==> config.mk <==
export PLATFORM = sky130hd
export DESIGN_NAME = spi_reg_slave
export DESIGN_NICKNAME = d
export VERILOG_FILES = /design/src/rtl/spi_reg_pkg.sv /design/src/rtl/spi_edge_sync.sv /design/src/rtl/spi_frame_ctrl.sv /design/src/rtl/spi_miso_drv.sv /design/src/rtl/spi_reg_slave.sv
export SDC_FILE = /design/constraint.sdc
export NUM_CORES = 1
export LEC_CHECK = 0
export CELL_PAD_IN_SITES_DETAIL_PLACEMENT = 1
export CELL_PAD_IN_SITES_GLOBAL_PLACEMENT = 1
export CORE_MARGIN = 5
export CORE_UTILIZATION = 45
export CTS_CLUSTER_SIZE = 40
export DETAILED_ROUTE_END_ITERATION = 8
export PLACE_DENSITY_LB_ADDON = 0.05
export SYNTH_ARGS = -nofsm -noshare
export SYNTH_HDL_FRONTEND = slang
export SYNTH_SLANG_ARGS = --single-unit
==> constraint.sdc <==
create_clock -name clk -period 2.04 [get_ports clk]
set_input_delay 0.306 -clock clk [delete_from_list [all_inputs] [get_ports clk]]
set_output_delay 0.306 -clock clk [all_outputs]
set_load 0.03 [all_outputs]
==> src/rtl/spi_reg_pkg.sv <==
package spi_reg_pkg;
  typedef enum logic {PH_CTRL = 1'b0, PH_DATA = 1'b1} spi_phase_e;
endpackage

==> src/rtl/spi_edge_sync.sv <==
module spi_edge_sync #(
  parameter int SYNC_STAGES = 2
) (
  input  logic clk,
  input  logic rst_n,
  input  logic sclk,
  input  logic mosi,
  input  logic cs_n,
  input  logic cpol,
  input  logic cpha,
  output logic sample_pulse,
  output logic mosi_s,
  output logic cs_act
);
  logic [SYNC_STAGES-1:0] sclk_q, mosi_q, csn_q;
  logic sclk_prev, rise, fall, lead_edge, trail_edge;

  always_ff @(posedge clk or negedge rst_n) begin
    if (!rst_n) begin
      sclk_q    <= '0;
      mosi_q    <= '0;
      csn_q     <= '1;
      sclk_prev <= 1'b0;
    end else begin
      sclk_q    <= {sclk_q[SYNC_STAGES-2:0], sclk};
      mosi_q    <= {mosi_q[SYNC_STAGES-2:0], mosi};
      csn_q     <= {csn_q[SYNC_STAGES-2:0], cs_n};
      sclk_prev <= sclk_q[SYNC_STAGES-1];
    end
  end

  assign rise       = sclk_q[SYNC_STAGES-1] & ~sclk_prev;
  assign fall       = ~sclk_q[SYNC_STAGES-1] & sclk_prev;
  assign lead_edge  = cpol ? fall : rise;
  assign trail_edge = cpol ? rise : fall;
  assign cs_act     = ~csn_q[SYNC_STAGES-1];
  assign mosi_s     = mosi_q[SYNC_STAGES-1];
  assign sample_pulse = cs_act & (cpha ? trail_edge : lead_edge);

  // edges pass the synchronizer as isolated single-cycle events
  p_edge_single_r1: assert property (@(posedge clk) disable iff (!rst_n)
    sample_pulse |=> !sample_pulse);
endmodule

==> src/rtl/spi_frame_ctrl.sv <==
module spi_frame_ctrl
  import spi_reg_pkg::*;
#(
  parameter int ADDR_W = 13,
  parameter int DATA_W = 8
) (
  input  logic              clk,
  input  logic              rst_n,
  input  logic              sample_pulse,
  input  logic              mosi_s,
  input  logic              cs_act,
  input  logic              swap,
  output logic              rd_stb,
  output logic              wr_stb,
  output logic [ADDR_W-1:0] reg_addr,
  output logic [DATA_W-1:0] reg_wdata,
  output logic [$clog2(DATA_W)-1:0] data_cnt,
  output logic              data_phase,
  output logic              byte_end
);
  localparam int FIELD_W = ADDR_W + 1;
  localparam int CTRL_W  = FIELD_W + 2;
  localparam int CNT_W   = $clog2(CTRL_W);
  localparam int DCNT_W  = $clog2(DATA_W);
  localparam logic [CNT_W-1:0] CTRL_LAST = CNT_W'(CTRL_W - 1);
  localparam logic [CNT_W-1:0] DATA_LAST = CNT_W'(DATA_W - 1);

  spi_phase_e        phase;
  logic [CNT_W-1:0]  bit_cnt;
  logic [CTRL_W-1:0] ctrl_sr;
  logic [DATA_W-1:0] data_sr;
  logic              ctrl_done_q, byte_done_q;
  logic              is_read, is_burst, got_byte;
  logic [ADDR_W-1:0] addr_q;
  logic [FIELD_W-1:0] field_dec;
  logic [DATA_W-1:0]  data_dec;

  // bit-order swap touches only the field between the two flag slots
  for (genvar i = 0; i < FIELD_W; i++) begin : g_field
    assign field_dec[i] = swap ? ctrl_sr[FIELD_W - i] : ctrl_sr[1 + i];
  end
  for (genvar i = 0; i < DATA_W; i++) begin : g_data
    assign data_dec[i] = swap ? data_sr[DATA_W - 1 - i] : data_sr[i];
  end

  always_ff @(posedge clk or negedge rst_n) begin
    if (!rst_n) begin
      phase       <= PH_CTRL;
      bit_cnt     <= '0;
      ctrl_sr     <= '0;
      data_sr     <= '0;
      ctrl_done_q <= 1'b0;
      byte_done_q <= 1'b0;
    end else if (!cs_act) begin
      phase       <= PH_CTRL;
      bit_cnt     <= '0;
      ctrl_done_q <= 1'b0;
      byte_done_q <= 1'b0;
    end else begin
      ctrl_done_q <= 1'b0;
      byte_done_q <= 1'b0;
      if (sample_pulse) begin
        if (phase == PH_CTRL) begin
          ctrl_sr[bit_cnt] <= mosi_s;
          if (bit_cnt == CTRL_LAST) begin
            bit_cnt     <= '0;
            phase       <= PH_DATA;
            ctrl_done_q <= 1'b1;
          end else begin
            bit_cnt <= bit_cnt + 1'b1;
          end
        end else begin
          data_sr[bit_cnt[DCNT_W-1:0]] <= mosi_s;
          if (bit_cnt == DATA_LAST) begin
            bit_cnt     <= '0;
            byte_done_q <= 1'b1;
          end else begin
            bit_cnt <= bit_cnt + 1'b1;
          end
        end
      end
    end
  end

  always_ff @(posedge clk or negedge rst_n) begin
    if (!rst_n) begin
      rd_stb    <= 1'b0;
      wr_stb    <= 1'b0;
      reg_addr  <= '0;
      reg_wdata <= '0;
      addr_q    <= '0;
      is_read   <= 1'b0;
      is_burst  <= 1'b0;
      got_byte  <= 1'b0;
    end else begin
      rd_stb <= 1'b0;
      wr_stb <= 1'b0;
      if (cs_act && ctrl_done_q) begin
        is_read  <= ctrl_sr[0];
        is_burst <= ctrl_sr[CTRL_W-1];
        got_byte <= 1'b0;
        addr_q   <= field_dec[ADDR_W-1:0];
        reg_addr <= field_dec[ADDR_W-1:0];
        rd_stb   <= ctrl_sr[0];
      end else if (cs_act && byte_done_q) begin
        got_byte <= 1'b1;
        if (!is_read && (is_burst || !got_byte)) begin
          wr_stb    <= 1'b1;
          reg_addr  <= addr_q;
          reg_wdata <= data_dec;
        end
        if (is_burst) begin
          addr_q <= addr_q + 1'b1;
          if (is_read) begin
            rd_stb   <= 1'b1;
            reg_addr <= addr_q + 1'b1;
          end
        end
      end
    end
  end

  assign data_cnt   = bit_cnt[DCNT_W-1:0];
  assign data_phase = (phase == PH_DATA);
  assign byte_end   = byte_done_q;

  p_no_overlap_r10: assert property (@(posedge clk) disable iff (!rst_n)
    !(rd_stb && wr_stb));
  p_idle_quiet_r9: assert property (@(posedge clk) disable iff (!rst_n)
    !cs_act |=> (!rd_stb && !wr_stb));
  p_rd_pulse_r6: assert property (@(posedge clk) disable iff (!rst_n)
    rd_stb |=> !rd_stb);
  p_wr_pulse_r5: assert property (@(posedge clk) disable iff (!rst_n)
    wr_stb |=> !wr_stb);
  p_data_cnt_r4: assert property (@(posedge clk) disable iff (!rst_n)
    (phase == PH_DATA) |-> (bit_cnt <= DATA_LAST));
endmodule

==> src/rtl/spi_miso_drv.sv <==
module spi_miso_drv #(
  parameter int DATA_W = 8
) (
  input  logic                      clk,
  input  logic                      rst_n,
  input  logic                      cs_act,
  input  logic                      rd_stb,
  input  logic [DATA_W-1:0]         rdata,
  input  logic                      byte_end,
  input  logic [$clog2(DATA_W)-1:0] data_cnt,
  input  logic                      data_phase,
  input  logic                      swap,
  output logic                      miso_d
);
  localparam int DCNT_W = $clog2(DATA_W);
  localparam logic [DCNT_W-1:0] TOP_IDX = DCNT_W'(DATA_W - 1);

  logic [DATA_W-1:0] tx_q;
  logic [DCNT_W-1:0] sel;

  always_ff @(posedge clk or negedge rst_n) begin
    if (!rst_n) begin
      tx_q <= '0;
    end else if (!cs_act || byte_end) begin
      tx_q <= '0;
    end else if (rd_stb) begin
      tx_q <= rdata;
    end
  end

  assign sel    = swap ? (TOP_IDX - data_cnt) : data_cnt;
  assign miso_d = data_phase ? tx_q[sel] : 1'b0;

  // no stale read data survives a released chip select
  p_tx_idle_r8: assert property (@(posedge clk) disable iff (!rst_n)
    !cs_act |=> (miso_d == 1'b0));
endmodule

==> src/rtl/spi_reg_slave.sv <==
module spi_reg_slave #(
  parameter int ADDR_W      = 13,
  parameter int DATA_W      = 8,
  parameter int SYNC_STAGES = 2
) (
  input  logic              clk,
  input  logic              rst_n,
  input  logic              cfg_cpol,
  input  logic              cfg_cpha,
  input  logic              cfg_swap,
  input  logic              spi_sclk,
  input  logic              spi_cs_n,
  input  logic              spi_mosi,
  output logic              spi_miso,
  output logic              spi_miso_oe,
  output logic              reg_rd_stb,
  output logic              reg_wr_stb,
  output logic [ADDR_W-1:0] reg_addr,
  output logic [DATA_W-1:0] reg_wdata,
  input  logic [DATA_W-1:0] reg_rdata
);
  localparam int DCNT_W = $clog2(DATA_W);

  logic sample_pulse, mosi_s, cs_act, data_phase, byte_end;
  logic [DCNT_W-1:0] data_cnt;

  spi_edge_sync #(.SYNC_STAGES(SYNC_STAGES)) u_sync (
    .clk(clk), .rst_n(rst_n), .sclk(spi_sclk), .mosi(spi_mosi),
    .cs_n(spi_cs_n), .cpol(cfg_cpol), .cpha(cfg_cpha),
    .sample_pulse(sample_pulse), .mosi_s(mosi_s), .cs_act(cs_act)
  );

  spi_frame_ctrl #(.ADDR_W(ADDR_W), .DATA_W(DATA_W)) u_frame (
    .clk(clk), .rst_n(rst_n), .sample_pulse(sample_pulse), .mosi_s(mosi_s),
    .cs_act(cs_act), .swap(cfg_swap), .rd_stb(reg_rd_stb), .wr_stb(reg_wr_stb),
    .reg_addr(reg_addr), .reg_wdata(reg_wdata), .data_cnt(data_cnt),
    .data_phase(data_phase), .byte_end(byte_end)
  );

  spi_miso_drv #(.DATA_W(DATA_W)) u_miso (
    .clk(clk), .rst_n(rst_n), .cs_act(cs_act), .rd_stb(reg_rd_stb),
    .rdata(reg_rdata), .byte_end(byte_end), .data_cnt(data_cnt),
    .data_phase(data_phase), .swap(cfg_swap), .miso_d(spi_miso)
  );

  assign spi_miso_oe = ~spi_cs_n & cs_act;

  // the pad is released while chip select is high
  p_oe_release_r9: assert property (@(posedge clk) disable iff (!rst_n)
    $rose(spi_cs_n) |-> !spi_miso_oe);
endmodule

==> Yosys cells after proc, flatten, opt, wreduce, memory -nomap -nowiden <==
Cells that the tools add are included.
{ "classes": {"addsub": 3, "n_mul": 0, "div": 0, "magnitude_cmp": 5, "n_eq_ne": 2, "n_shift": 0, "n_mux": 69, "n_bitwise": 10, "reduce_logical": 17} }
{ "op_table": {"columns": ["operator", "count"], "rows": [
  ["13-bit 2-to-1 mux", 8],
  ["1-bit 2-to-1 mux", 48],
  ["4-bit 2-to-1 mux", 5],
  ["16-bit bitwise mux", 1],
  ["8-bit 2-to-1 mux", 2],
  ["13-bit by 1-bit adder with 13-bit output, second input constant", 1],
  ["3-bit AND reduction", 3],
  ["8-bit bitwise mux", 1],
  ["3-bit by 4-bit less-than comparator with 1-bit output, second input constant", 2],
  ["2-bit nonzero test", 4],
  ["1-bit NOT", 6],
  ["1-bit logical AND", 5],
  ["4-bit by 5-bit less-than comparator with 1-bit output, second input constant", 1],
  ["4-bit by 1-bit adder with 4-bit output, second input constant", 1],
  ["1-bit bitwise AND", 4],
  ["1-bit demux with 4-bit select", 1],
  ["4-bit by 3-bit == test with 1-bit output, second input constant", 1],
  ["4-bit == test, second input constant", 1],
  ["4-bit by 1-bit >= comparator with 1-bit output, second input constant", 1],
  ["1-bit binary-select mux with 3-bit select", 1],
  ["1-bit demux with 3-bit select", 1],
  ["3-bit by 1-bit >= comparator with 1-bit output, second input constant", 1],
  ["3-bit 2-to-1 mux", 1],
  ["3-bit subtractor, first input constant", 1],
  ["other kinds (3)", 5]
]} }
{ "word_totals": {"reg_bits": 85, "latch_bits": 0, "mem_bits_rw": 0, "mem_bits_ro": 0, "in_bits": 16, "output_inout_bits": 25, "n_memories": 0} }

==> Depth between registers and ports, before layout <==
{ "logic_depth": {"depth_word": 8, "depth_mapped": 8, "depth_no_buf": 6} }

==> Cells and area by module <==
Synthesis repeated with hierarchy kept, for this count alone.
{ "hier_totals": {"cells_unflattened": 477, "area_unflattened_um2": 4653.2} }
{ "modules_own_cells": {"columns": ["mod", "n_inst", "cells_each", "area_per_inst_um2", "seq_area_each_um2"], "rows": [
  ["spi_frame_ctrl", 1, 408, 3887.5, 1751.7],
  ["spi_miso_drv", 1, 56, 535.5, 200.2],
  ["spi_edge_sync", 1, 12, 216.5, 177.7],
  ["spi_reg_slave", 1, 1, 13.8, 0.0]
]} }

==> Worst setup path after synthesis <==
No wires, ideal clock.
{ "synth_path": {"path_type": "input to register", "startpoint": "input cfg_cpol", "endpoint": "register u_frame.data_sr[0]", "arrival_ns": 1.744, "slack_ns": 0.171, "cell_stages": 6, "path_buffers": 1, "cell_sequence": "xnor2_1 > mux2i_2 > nand2_1 > buf_2 > nor4_1 > mux2_2"} }
{ "synth_between": {"elab_chain_cells": 4, "word_cells_on_any_way": 5} }
{ "synth_rtl": {"columns": ["element", "line", "text"], "rows": [
  ["start: declaration", "spi_reg_slave.sv:8", "input logic cfg_cpol,"],
  ["1-bit 2-to-1 mux (on tied branches)", "spi_edge_sync.sv:34, spi_edge_sync.sv:35", null],
  ["1-bit 2-to-1 mux *", "spi_edge_sync.sv:38", "assign sample_pulse = cs_act & (cpha ? trail_edge : lead_edge);"],
  ["1-bit bitwise AND *", "spi_edge_sync.sv:38", null],
  ["3-bit AND reduction (no line) *", null, null],
  ["end signal: indexed assignment", "spi_frame_ctrl.sv:73", "data_sr[bit_cnt[DCNT_W-1:0]] <= mosi_s;"],
  ["end: declaration", "spi_frame_ctrl.sv:31", "logic [DATA_W-1:0] data_sr;"]
]} }
Mark *: on every way between the ends. The rest lies on a longest branch, timed or not.
A chain may end at the register's enable or synchronous reset.

==> Final worst setup path <==
{ "layout_path": {"startpoint": "register u_frame.bit_cnt[0]", "endpoint": "output spi_miso"} }
{ "layout_between": {"elab_chain_cells": 5} }
{ "layout_rtl": {"columns": ["element", "line", "text"], "rows": [
  ["start: declaration", "spi_frame_ctrl.sv:29", "logic [CNT_W-1:0] bit_cnt;"],
  ["start signal: assignment", "spi_frame_ctrl.sv:70", "bit_cnt <= bit_cnt + 1'b1;"],
  ["start signal: assignment", "spi_frame_ctrl.sv:78", "bit_cnt <= bit_cnt + 1'b1;"],
  ["3-bit subtractor", "spi_miso_drv.sv:31", "assign sel = swap ? (TOP_IDX - data_cnt) : data_cnt;"],
  ["3-bit 2-to-1 mux *", "spi_miso_drv.sv:31", null],
  ["1-bit binary-select mux with 3-bit select *", "spi_miso_drv.sv:32", "assign miso_d = data_phase ? tx_q[sel] : 1'b0;"],
  ["1-bit 2-to-1 mux (not written as such) *", "spi_miso_drv.sv:32", null],
  ["1-bit 2-to-1 mux *", "spi_miso_drv.sv:32", null],
  ["end: declaration", "spi_reg_slave.sv:14", "output logic spi_miso,"]
]} }
Mark *: on every way between the ends. The rest lies on a longest branch, timed or not. The select of a mux whose other input is x is not followed.

==> metrics.yaml <==
layout:
  final_util: 0.547
  final_area_um2: 5570
  drive_above_1_share: 0.184
  num_antenna_cells: 0
  nets: 554
  synthToLayoutAreaGrowth_pct: 20.7
  fin_cells: 674
logic_synthesis:
  yosysSeqAreaShare: 0.461
  ys_types: 55
  syn_avg_cell_area_um2: 9.62
  post-synth-top-count-cell: "dfrtp_1"
  syn-instance-count: 480
  syn_area_um2: 4620
  synth_top_cell_area_share: 0.450
  yosysWarnings: 0
  synth-seq-cells: 85
  yosys.area.top_type: "dfrtp_1"
  synthTopCellsByCount: "83 x dfrtp_1, 63 x nor2_1, 40 x a21oi_1, 33 x o21ai_0, 32 x nand2_1"
  synth_enable_flop_cells: 0
  yosys_most_used_dff: "dfrtp_1"
  ys_top_cells_by_area: "dfrtp_1 45%, mux2i_1 6.7%, nor2_1 5.1%"
  async_flop_share: 1.00
  syn_nets: 501
sta:
  clock_skew_ns: 0.0161
  fin_ws_ns: -0.0721
  fmax_mhz: 473
  holdWs_ns: 0.350
  slew_headroom: 0.550
  worst-slew-pin-transition_ns: 0.674
  finalSetupViolations: 1
  min_period_ns: 2.11
  finalHoldViolCount: 0
  slew_viol_final: 0
  grt_setup_unrepaired: "true"
  timing.final.crit_share: 1.04
setup_path:
  cp_max_fo: 6
  crit_path_end_kind: "output port"
  worst_ep_required_time_ns: 1.73
  cp.arrival_ns: 1.81
  worstSetupPathType: "reg -> out"
  startpoint_type: "flip-flop"
global_route:
  grt_first_pass_wirelength_mm: 20.6
  grt_usage: 0.205
  antenna_found_initial: 0
  grt_max_degree: 39
  grt_pass1_vias: 4079
  overflow: 0
place:
  gp_congestion: 0.857
  place_inst: 653
  dp_slack_ns: -0.424
  place_hpwl_mm: 8.74
  numPortBuffers: 40
  placed_area_um2: 5300
clock_tree:
  cts_tree: "built"
  cts_made_buffers: 9
  root_buffer: "clkbuf_8"
  cts.sinks: 85
  insertion_delay_ns: 0.38
  htree_levels: 3
  clock_path_buffers: 2
  clkTransAtPathRegs_ns: 0.10
drt:
  first_pass_iters: 4
  viasPerCell: 5.60
  drt_wl_total_mm: 12.1
  drt-initial-drc-count: 211
  vias: 3775
  wire_per_inst_um: 17.9
  drc: 0
  ant_nets: 0
floorplan:
  dieArea_um2: 12400
  core_area_um2: 10200
  fp.dieH_um: 111
  start_util: 0.453
  fp-row-count: 37
  io_pins: 41
  dieWidth_um: 111
run_status:
  status: "complete, but fails checks"
  violations: "setup timing"
min_path:
  hold_path_class: "reg -> reg"
power_and_ir_drop:
  peakVddDrop_mv: 0.295
  leakagePower_nw: 2.38
  power.density_nw_per_um2: 572
flow_run:
  max_cap_viol_count: 0
## cell usage in the layout (no fill, tap or decap), types with 5 or more instances in the layout
cell type,count
dfrtp_1,81
a31oi_1,15
o21ai_0,33
mux2i_1,31
mux2_1,5
inv_1,7
mux2_2,18
nand2_1,31
ha_1,5
nor2_1,63
nor3_1,7
mux2_4,8
buf_4,34
nand3_1,23
clkdlybuf4s50_1,37
a21oi_1,39
clkbuf_8,9
## power by group
part | leakage [nW] | switching [mW] | internal, mW | total (mW)
Clock | 0.0923 | 0.636 | 0.564 | 1.20
Combinational | 1.25 | 0.126 | 0.117 | 0.242
Sequential | 1.03 | 0.0298 | 1.71 | 1.74
Total | 2.38 | 0.792 | 2.39 | 3.19
## per-layer routing
layer / wire length [um] / track usage / vias up / share of wire
met5: 0 / 0 / - / 0
met4: 142 / 0.0649 / 0 / 0.012
met3: 301 / 0.0382 / 14 / 0.025
met2: 6390 / 0.369 / 49 / 0.53
met1: 5220 / 0.246 / 1895 / 0.43
li1: - / - / 1817 / -
## worst paths after layout
check,from,to,slack [ns],cells after the start
worst max-delay path,u_frame.bit_cnt[0],spi_miso,-0.07,6
worst min-delay path,u_sync.sclk_q[0],u_sync.sclk_q[1],0.35,0
min in group asynchronous,rst_n,u_frame.addr_q[11],0.43,2
worst min register to register,u_sync.sclk_q[0],u_sync.sclk_q[1],0.35,0
max in group asynchronous,rst_n,u_frame.bit_cnt[0],0.96,3
worst max register to register,u_sync.sclk_q[1],u_frame.data_sr[5],0.14,5
## metrics by stage
step / setup TNS [ns] / power [mW]
6_report: -0.0721 / 3.19
5_1_grt: -0.185 / 3.35
3_5_place_dp: -6.97 / 2.00
4_1_cts: -0.112 / 3.22
3_3_place_gp: -6.13 / 2.00
2_1_floorplan: 0 / 1.88
## critical path: stages (launching register included)
cell,delay (ns)
dfrtp_2,0.44
buf_4,0.13
mux2_2,0.31
nand2_1,0.06
a31oi_1,0.08
o221a_2,0.27
buf_6,0.14
## flip-flops by register name, summed over array words and instances, names as in the netlist
name	cells
u_frame.wr_stb	1
u_sync.csn_q	2
u_sync.sclk_q	2
u_frame.reg_wdata	8
u_sync.mosi_q	2
u_frame.byte_end	1
u_frame.reg_addr	13
u_frame.is_read	1
u_sync.sclk_prev	1
u_frame.ctrl_sr	16
u_miso.tx_q	8
u_frame.addr_q	13
u_frame.got_byte	1
u_frame.data_sr	8
u_frame.bit_cnt	4
u_frame.ctrl_done_q	1
u_frame.data_phase	1
u_frame.is_burst	1
u_frame.rd_stb	1
## logic make-up after synthesis
family,share of synthesized area
and+or+nand+nor,0.164
AOI/OAI and AO/OA,0.156
DFF,0.461
muxes,0.152
buffers and inverters,0.0420
xor gates and xnor gates,0.0114
adders and majority gates,0.0136
## cell type report
type | instances | area, um^2
clock buffer | 10 | 128
timing repair buffer | 78 | 731
clock inverter | 6 | 63.8
sequential | 85 | 2130
fill | 1141 | 4610
multi-input combinational | 352 | 2320
inverter | 7 | 26.3
tap | 136 | 170
## repair_timing
action	in CTS	in global routing
setup endpoints to repair	3	14
buffers inserted	3	1
resized for setup	6	5
hold buffers	1	0
pin swaps	1	1
hold endpoints to repair	28	0
No activity file was read; power rests on OpenSTA's default activity.
